===== config.mk =====
export PLATFORM = sky130hd
export DESIGN_NAME = tag_phase_error
export DESIGN_NICKNAME = d
export VERILOG_FILES = /design/src/rtl/phase_err_pkg.sv /design/src/rtl/tag_latch.sv /design/src/rtl/skew_offset_reg.sv /design/src/rtl/err_fsm.sv /design/src/rtl/tag_phase_error.sv
export SDC_FILE = /design/constraint.sdc
export NUM_CORES = 1
export LEC_CHECK = 0
export BUFFER_PORTS_ARGS = -buffer_cell sky130_fd_sc_hd__buf_2
export CORE_ASPECT_RATIO = 1.1
export CORE_MARGIN = 2
export CORE_UTILIZATION = 51
export CTS_CLUSTER_DIAMETER = 100
export DETAILED_ROUTE_END_ITERATION = 6
export PLACE_DENSITY = 0.81
export SYNTH_ARGS = -nofsm -noshare
export SYNTH_HDL_FRONTEND = slang
export SYNTH_SLANG_ARGS = --single-unit

===== constraint.sdc =====
create_clock -name clk -period 3 [get_ports clk]
set_clock_uncertainty 0.2 [all_clocks]
set_input_delay 0.15 -clock clk [delete_from_list [all_inputs] [get_ports clk]]
set_output_delay 0.15 -clock clk [all_outputs]
set_load 0.02 [all_outputs]

===== src/rtl/phase_err_pkg.sv =====
package phase_err_pkg;
    typedef enum logic {
        ST_WAIT = 1'b0,
        ST_EMIT = 1'b1
    } calc_state_t;

    localparam int unsigned CDR_OFFSET_RST = 19050;
    localparam int unsigned EXT_OFFSET_RST = 0;
endpackage


===== src/rtl/tag_latch.sv =====
module tag_latch #(
    parameter int TAG_W = 32
) (
    input  logic             clk,
    input  logic             rst_n,
    input  logic             strobe,
    input  logic [TAG_W-1:0] tag_in,
    input  logic             clear,
    output logic [TAG_W-1:0] tag_q,
    output logic             ready
);
    always_ff @(posedge clk or negedge rst_n) begin
        if (!rst_n) begin
            tag_q <= '0;
            ready <= 1'b0;
        end else begin
            if (strobe) begin
                tag_q <= tag_in;       // latest tag wins
                ready <= 1'b1;         // new strobe beats clear
            end else if (clear) begin
                ready <= 1'b0;
            end
        end
    end

    a_r3_clear_drops_ready: assert property (@(posedge clk) disable iff (!rst_n)
        (clear && !strobe) |=> !ready);
    a_r9_strobe_keeps_ready: assert property (@(posedge clk) disable iff (!rst_n)
        strobe |=> (ready && tag_q == $past(tag_in)));
endmodule


===== src/rtl/skew_offset_reg.sv =====
module skew_offset_reg #(
    parameter int PER_LOG2 = 15,
    parameter bit REF_IS_CDR = 1'b1
) (
    input  logic                clk,
    input  logic                rst_n,
    input  logic                we,
    input  logic [PER_LOG2-1:0] wdata,
    output logic [PER_LOG2-1:0] offset
);
    import phase_err_pkg::*;

    localparam int unsigned RST_INT = REF_IS_CDR ? CDR_OFFSET_RST : EXT_OFFSET_RST;
    localparam logic [PER_LOG2-1:0] RST_VAL = RST_INT[PER_LOG2-1:0];

    always_ff @(posedge clk or negedge rst_n) begin
        if (!rst_n) offset <= RST_VAL;
        else if (we) offset <= wdata;
    end

    a_r7_offset_load: assert property (@(posedge clk) disable iff (!rst_n)
        we |=> offset == $past(wdata));
    a_r7_offset_hold: assert property (@(posedge clk) disable iff (!rst_n)
        !we |=> $stable(offset));
endmodule


===== src/rtl/err_fsm.sv =====
module err_fsm #(
    parameter int TAG_W    = 32,
    parameter int PER_LOG2 = 15,
    parameter int ERR_W    = 16
) (
    input  logic                    clk,
    input  logic                    rst_n,
    input  logic                    ref_ready,
    input  logic                    main_ready,
    input  logic [TAG_W-1:0]        ref_tag,
    input  logic [TAG_W-1:0]        main_tag,
    input  logic [PER_LOG2-1:0]     offset,
    output logic                    clear,
    output logic                    err_valid,
    output logic signed [ERR_W-1:0] period_err,
    output logic signed [ERR_W-1:0] phase_err
);
    import phase_err_pkg::*;

    localparam int EXT_W = ERR_W - PER_LOG2;

    calc_state_t state_q, state_d;
    logic both_ready;
    logic [PER_LOG2-1:0] per_mod, pha_mod;

    // Fold a residue modulo 2^PER_LOG2 into the signed half-period range
    function automatic logic signed [ERR_W-1:0] fold(input logic [PER_LOG2-1:0] r);
        return {{EXT_W{r[PER_LOG2-1]}}, r};
    endfunction

    assign both_ready = ref_ready && main_ready;
    assign per_mod = '0 - ref_tag[PER_LOG2-1:0];
    assign pha_mod = main_tag[PER_LOG2-1:0] - ref_tag[PER_LOG2-1:0] - offset;

    always_ff @(posedge clk or negedge rst_n) begin
        if (!rst_n) state_q <= ST_WAIT;
        else        state_q <= state_d;
    end

    always_ff @(posedge clk or negedge rst_n) begin
        if (!rst_n) begin
            period_err <= '0;
            phase_err  <= '0;
        end else if (state_q == ST_WAIT && both_ready) begin
            period_err <= fold(per_mod);
            phase_err  <= fold(pha_mod);
        end
    end

    always_comb begin
        state_d   = state_q;
        clear     = 1'b0;
        err_valid = 1'b0;
        unique case (state_q)
            ST_WAIT: begin
                if (both_ready) begin
                    clear   = 1'b1;
                    state_d = ST_EMIT;
                end
            end
            ST_EMIT: begin
                err_valid = 1'b1;
                state_d   = ST_WAIT;
            end
        endcase
    end

    a_r3_single_pulse: assert property (@(posedge clk) disable iff (!rst_n)
        err_valid |=> !err_valid);
    a_r2_needs_both: assert property (@(posedge clk) disable iff (!rst_n)
        $rose(err_valid) |-> $past(both_ready));
    a_r6_range: assert property (@(posedge clk) disable iff (!rst_n)
        err_valid |-> (period_err >= -(2 ** (PER_LOG2 - 1)) && period_err < 2 ** (PER_LOG2 - 1)
                    && phase_err >= -(2 ** (PER_LOG2 - 1)) && phase_err < 2 ** (PER_LOG2 - 1)));
endmodule


===== src/rtl/tag_phase_error.sv =====
module tag_phase_error #(
    parameter int TAG_W      = 32,
    parameter int PER_LOG2   = 15,
    parameter int ERR_W      = 16,
    parameter bit REF_IS_CDR = 1'b1
) (
    input  logic                    clk,
    input  logic                    rst_n,
    input  logic                    ref_valid,
    input  logic [TAG_W-1:0]        ref_tag,
    input  logic                    main_valid,
    input  logic [TAG_W-1:0]        main_tag,
    input  logic                    offset_we,
    input  logic [PER_LOG2-1:0]     offset_wdata,
    output logic [PER_LOG2-1:0]     offset_q,
    output logic                    err_valid,
    output logic signed [ERR_W-1:0] period_err,
    output logic signed [ERR_W-1:0] phase_err
);
    logic             clear;
    logic             ref_rdy, main_rdy;
    logic [TAG_W-1:0] ref_q, main_q;

    tag_latch #(.TAG_W(TAG_W)) u_ref (
        .clk(clk), .rst_n(rst_n), .strobe(ref_valid), .tag_in(ref_tag),
        .clear(clear), .tag_q(ref_q), .ready(ref_rdy)
    );

    tag_latch #(.TAG_W(TAG_W)) u_main (
        .clk(clk), .rst_n(rst_n), .strobe(main_valid), .tag_in(main_tag),
        .clear(clear), .tag_q(main_q), .ready(main_rdy)
    );

    skew_offset_reg #(.PER_LOG2(PER_LOG2), .REF_IS_CDR(REF_IS_CDR)) u_off (
        .clk(clk), .rst_n(rst_n), .we(offset_we), .wdata(offset_wdata), .offset(offset_q)
    );

    err_fsm #(.TAG_W(TAG_W), .PER_LOG2(PER_LOG2), .ERR_W(ERR_W)) u_fsm (
        .clk(clk), .rst_n(rst_n), .ref_ready(ref_rdy), .main_ready(main_rdy),
        .ref_tag(ref_q), .main_tag(main_q), .offset(offset_q), .clear(clear),
        .err_valid(err_valid), .period_err(period_err), .phase_err(phase_err)
    );

    a_r3_clear_on_compute: assert property (@(posedge clk) disable iff (!rst_n)
        (clear && !ref_valid && !main_valid) |=> (!ref_rdy && !main_rdy && err_valid));
endmodule


==> Word-level counts from Yosys, hierarchy flattened <==
Cells that the tools add are included.
{ "totals": {"wordCells": 23, "input_bits": 84, "latchBits": 0, "memories": 0, "romBits": 0, "mem_bits_rw": 0, "out_inout_bits": 48, "register_bits": 78} }
{ "op_classes": {"mux": 7, "bitwise_logic": 1, "reduce_logical": 4, "shifts": 0, "addsub": 3, "n_div": 0, "n_eq_ne": 0, "n_lt_le_gt_ge": 0, "mul": 0} }
{ "op_table": {"columns": ["op", "n"], "rows": [
  ["15-bit subtractor", 2],
  ["1-bit by 15-bit subtractor with 15-bit output (first input constant)", 1],
  ["1-bit 2-to-1 mux", 6],
  ["2-bit nonzero test", 2],
  ["1-bit logical AND", 2],
  ["1-bit one-hot mux with 2 select lines", 1],
  ["1-bit inverter", 1]
]} }

==> Depth between registers and ports, before layout <==
{ "depth": {"depth_word": 5, "depth_mapped": 10, "ltp_nobuf": 10} }

==> Hierarchy <==
A second synthesis with hierarchy kept.
{ "hier_totals": {"hier_cells": 448, "hier_area_um2": 5825.6} }
{ "modules_own_cells": {"columns": ["module", "instances", "area_per_inst_um2", "cells_each", "seq_area_each_um2"], "rows": [
  ["tag_latch", 2, 1377.6, 71, 825.8],
  ["err_fsm", 1, 2448.6, 274, 775.7],
  ["skew_offset_reg", 1, 621.8, 32, 384.1]
]} }

==> Worst setup path before layout <==
No wires, ideal clock.
{ "synth_path": {"path_kind": "reg-to-reg", "start": "register u_off.offset[11]", "end": "register u_fsm.phase_err[14] (netlist name)", "arrival_time_ns": 2.439, "setup_time_ns": 0.125, "stages_incl_launch_ff": 11, "path_slack_ns": 0.236, "period_less_slack_ns": 2.764, "required_time_ns": 2.675, "path_buffers": 1, "path_cell_list": "dfstp_2 inv_1 fa_1 ha_1 buf_6 a21oi_4 o21bai_1 a211o_1 a21oi_2 xnor2_1 mux2_4"} }
{ "synth_via": {"elab_chain_cells": 1} }
{ "synth_lines": {"columns": ["element", "line", "rtl"], "rows": [
  ["start, declared", "skew_offset_reg.sv:9", "output logic [PER_LOG2-1:0] offset"],
  ["start signal, assigned", "skew_offset_reg.sv:18", "else if (we) offset <= wdata;"],
  ["15-bit subtractor", "err_fsm.sv:33", "assign pha_mod = main_tag[PER_LOG2-1:0] - ref_tag[PER_LOG2-1:0] - offset;"]
]} }
Every way passes these cells.
A chain may end at the register's enable or synchronous reset.

==> Worst setup path in the final report <==
{ "layout_path": {"start": "register u_off.offset[11]", "end": "register u_fsm.phase_err[14] (netlist name)"} }
{ "layout_via": {"elab_chain_cells": 1} }
{ "layout_lines": {"columns": ["element", "line"], "rows": [
  ["15-bit subtractor", "err_fsm.sv:33"]
]} }
Every way passes these cells.

==> run summary <==
GRT
- 15900 um — wire length of the first global-routing pass
- 0.0398 — met3 Track Usage GR
- 0.388 — global-route met2 utilization
- 0.292 — GRT met1 Usage
- 0 — antenna violations before repair
- 3373 — number of global-route vias before repair
- 0 — total gr overflow
- 79 — pin count of the biggest net entering global routing
- 0.227 — total global-route track usage
- met2 — global-route layer with the greatest usage

Pwr
- 795 nW/um^2 — ratio of total power to cell area
- 465 uV — worst supply voltage drop on vdd
- 0.399 — switching power as a share of total power
- 0.348 — portion of total power attributed to sequential cells
- 0.446 — Logic pwr share
- 2.58 mW — internal power
- 0.206 — clock share of power
- 1.71 mW — net switching power of the design
- 2.59 nW — static leakage

Timing
- 0.0263 ns — final hold slack
- 0 — total setup violations reported at the end of the flow
- no — setup repair after global routing missed its margin
- 0 — Final Hold Fails
- 0.371 — Slew Limit Headroom
- 0 — final slew viol count
- 355 MHz — upper clock frequency limit
- 0 ns — Final TNS setup
- 0.944 ns — transition time of the tightest slew-check pin
- 0.938 — Tcrit/Tclk final
- 2.81 ns — Period minus WS final

Worst setup path
- 3.05 ns — critical path required time
- 7 — Critical Path Fanout Max
- u_off.offset[11]$_DFFE_PN1P_ — start point of the critical path
- 2.86 ns — Crit path arrival time
- 9 — r2r worst-path depth
- reg -> reg — critical path start-end classification
- sky130_fd_sc_hd__dfstp_2 — slowest cell on the critical path
- u_fsm.phase_err[14]$_DFFE_PN0P_ — worst reg2reg path endpoint
- register — kind of end point of the critical path
- register — CP Launch Type
- 0.19 ns — setup slack of the worst register-to-register path
- inv_1 -> fa_1 -> ha_1 -> a21oi_4 -> o21bai_1 -> a211o_1 -> a21oi_2 -> xnor2_1 -> mux2_4 — list of cells traversed by the critical path
- u_off.offset[11]$_DFFE_PN1P_ — reg-to-reg critical path startpoint
- 0.53 ns — CP max stage delay

Cells and area
- 1980 sq um — area used by multi-input combinational logic
- 630 — Filler cells
- 659 — post-route insts no fill
- 661 — layout net count
- sky130_fd_sc_hd__buf_2 — most common library cell in the layout ignoring fill and taps
- 29.8% — area added between synthesis and finish
- 1960 sq um — area used by sequential logic in the layout
- 96 x sky130_fd_sc_hd__buf_2, 71 x sky130_fd_sc_hd__dfrtp_1, 67 x sky130_fd_sc_hd__nand2_1, 57 x sky130_fd_sc_hd__o21ai_0, 46 x sky130_fd_sc_hd__dlygate4sd3_1 — commonest cells after routing, fill and taps aside
- 0 — number of antenna cells inserted
- 0.278 — fraction of final layout cells with drive strength greater than 1

Min path
- in -> reg — path class of the lowest-slack min-delay path
- u_off.offset[11]$_DFFE_PN1P_ — WHS Endpoint
- 3 — hold path depth
- offset_we — worst min-delay path startpoint

Yosys
- 0 — number of enable flip-flop cells after synthesis
- 10.2 sq um — Mean Syn Cell Area
- 1.00 — share of synthesized flip-flops with an asynchronous set or reset
- 410 — number of instances in the synthesized netlist
- 0.471 — fraction of the yosys area taken by sequential cells
- 525 — Syn Nets
- 44 — distinct cell type count after synthesis
- 4160 sq um — Syn Std Cell Area
- sky130_fd_sc_hd__dfrtp_1 — Post-synth top flop
- 78 — FF+latch count, synth
- 0 — yosys synthesis warning count

Floorplan
- 7910 sq um — area of the core
- 0.526 — initial cell density of the core
- 34 — num rows
- 8900 sq um — floorplan die area
- 98.8 um — vertical extent of the die
- 90.1 um — floorplan die width
- 132 — number of I/O pins

Clock tree
- 0 — Post-CTS Setup Bufs
- 3 — H-tree Lvls
- 9 — number of buffers created by CTS
- 2 — largest buffer count on any clock path
- sky130_fd_sc_hd__clkbuf_8 — buffer cell driving the clock tree root
- 0.36 ns — clock insertion delay at the later pin of the skew report
- 78 — # clock sinks
- yes — clock tree from TritonCTS
- 0.08 ns — post-CTS clock slew at the launch and capture registers of the worst setup and hold paths

Placement
- 0.806 — last weighted congestion value of the routability-driven placer
- 597 — Post-Place Cells
- 6640 um — dpl hpwl
- 97 — quantity of I/O buffers inserted on ports

Run status
- finished clean — result of the run

Routing
- 0 — post-route DRC violation count
- 3318 — via total after detailed routing
- 14.4 um — wire length per cell
- 4 — Pre-Repair DR Iteration Count
- 5.03 — via count normalized by instance count
- 0 — number of antenna-violating nets in the routed design
- 130 — drt initial violations
- 9460 um — Total Wirelength

Job
- 0 — Max-Cap Viols

[worst max-delay path: cells and delay by family (launching register included)]
family / cells / cell delay, ns
compound gates: 4 / 0.66
buf+inv: 1 / 0.06
fa+ha+maj: 2 / 0.91
xor+xnor: 1 / 0.08
flops: 1 / 0.53
mux: 1 / 0.26
[cell type report]
class | instances | share of cell area
multi-input combinational | 275 | 0.367
sequential | 78 | 0.363
timing repair buffer | 145 | 0.178
clock buffer | 11 | 0.0262
inverter | 37 | 0.0257
tap | 108 | 0.0250
clock inverter | 5 | 0.0151
[synthesized netlist by cell type, types with 3 or more instances]
master / n / share of area
sky130_fd_sc_hd__ha_1: 17 / 0.051
sky130_fd_sc_hd__nor3_1: 7 / 0.0084
sky130_fd_sc_hd__dfrtp_1: 71 / 0.43
sky130_fd_sc_hd__mux2_2: 17 / 0.046
sky130_fd_sc_hd__o21ai_0: 58 / 0.070
sky130_fd_sc_hd__fa_1: 14 / 0.067
sky130_fd_sc_hd__nand4_1: 3 / 0.0045
sky130_fd_sc_hd__nand2_1: 67 / 0.060
sky130_fd_sc_hd__nor2_1: 12 / 0.011
sky130_fd_sc_hd__xnor2_1: 19 / 0.040
sky130_fd_sc_hd__a21oi_1: 10 / 0.012
sky130_fd_sc_hd__clkbuf_1: 11 / 0.0099
sky130_fd_sc_hd__inv_1: 37 / 0.033
sky130_fd_sc_hd__nand3_1: 6 / 0.0072
sky130_fd_sc_hd__a21o_1: 5 / 0.0090
sky130_fd_sc_hd__o21ai_1: 3 / 0.0036
sky130_fd_sc_hd__xor2_1: 8 / 0.017
sky130_fd_sc_hd__dfstp_2: 7 / 0.044
sky130_fd_sc_hd__buf_2: 5 / 0.0060
[cell families (layout without fill, tap and decap cells)]
family	count (synthesis)	after routing	synth area share
xor+xnor	27	27	0.0568
mux	18	18	0.0496
buf+inv	57	198	0.0583
flops	78	78	0.471
fa+ha+maj	31	31	0.118
compound gates	92	92	0.127
simple gates	107	107	0.119
[worst max path at each step]
stage,endpoint,slack (ns)
after floorplan,u_fsm.phase_err[14]$_DFFE_PN0P_,0.24
after global placement,u_fsm.phase_err[14]$_DFFE_PN0P_,0.20
after detailed placement,u_fsm.phase_err[14]$_DFFE_PN0P_,0.17
after CTS,u_fsm.phase_err[10]$_DFFE_PN0P_,0.14
after global routing,u_fsm.phase_err[9]$_DFFE_PN0P_,0.02
final,u_fsm.phase_err[14]$_DFFE_PN0P_,0.19
[registers in the layout, summed over array words and instances (netlist names)]
name              cells
u_main.tag_q         15
u_off.offset         15
u_main.ready          1
u_fsm.phase_err      15
u_ref.tag_q          15
u_fsm.period_err     15
u_ref.ready           1
u_fsm.state_q         1
[power groups by stage]
stage / clock, mW / combinational (mW) / sequential (mW)
2_1_floorplan: 0 / 1.08 / 1.78
3_3_place_gp: 0 / 1.80 / 1.50
3_5_place_dp: 0 / 1.84 / 1.52
4_1_cts: 0.903 / 1.90 / 1.50
5_1_grt: 0.945 / 2.12 / 1.54
6_report: 0.887 / 1.92 / 1.49
[layer usage]
| layer | share of wire | wire length [um] | vias to the layer above |
|---|---|---|---|
| met5 | 0 | 0 | - |
| met4 | 0.020 | 186 | 0 |
| met3 | 0.048 | 451 | 17 |
| met2 | 0.51 | 4820 | 103 |
| met1 | 0.42 | 4010 | 1565 |
| li1 | - | - | 1633 |
[through the flow]
stage / setup WS, ns / utilization / cell area [sq um] / power (mW)
floorplan: 0.236 / - / 4160 / 2.87
global placement: 0.204 / 0.594 / 4700 / 3.29
detailed placement: 0.167 / 0.594 / 4700 / 3.36
CTS: 0.137 / 0.680 / 5380 / 4.30
global route: 0.0223 / 0.683 / 5400 / 4.60
finish: 0.186 / 0.683 / 5400 / 4.30
[what timing repair did]
item,4_1_cts,5_1_grt
hold buffers,46,0
hold endpoints to repair,116,0
endpoints found under the setup margin,0,2
gates resized for setup,0,5
(Power assumes the default switching activity.)
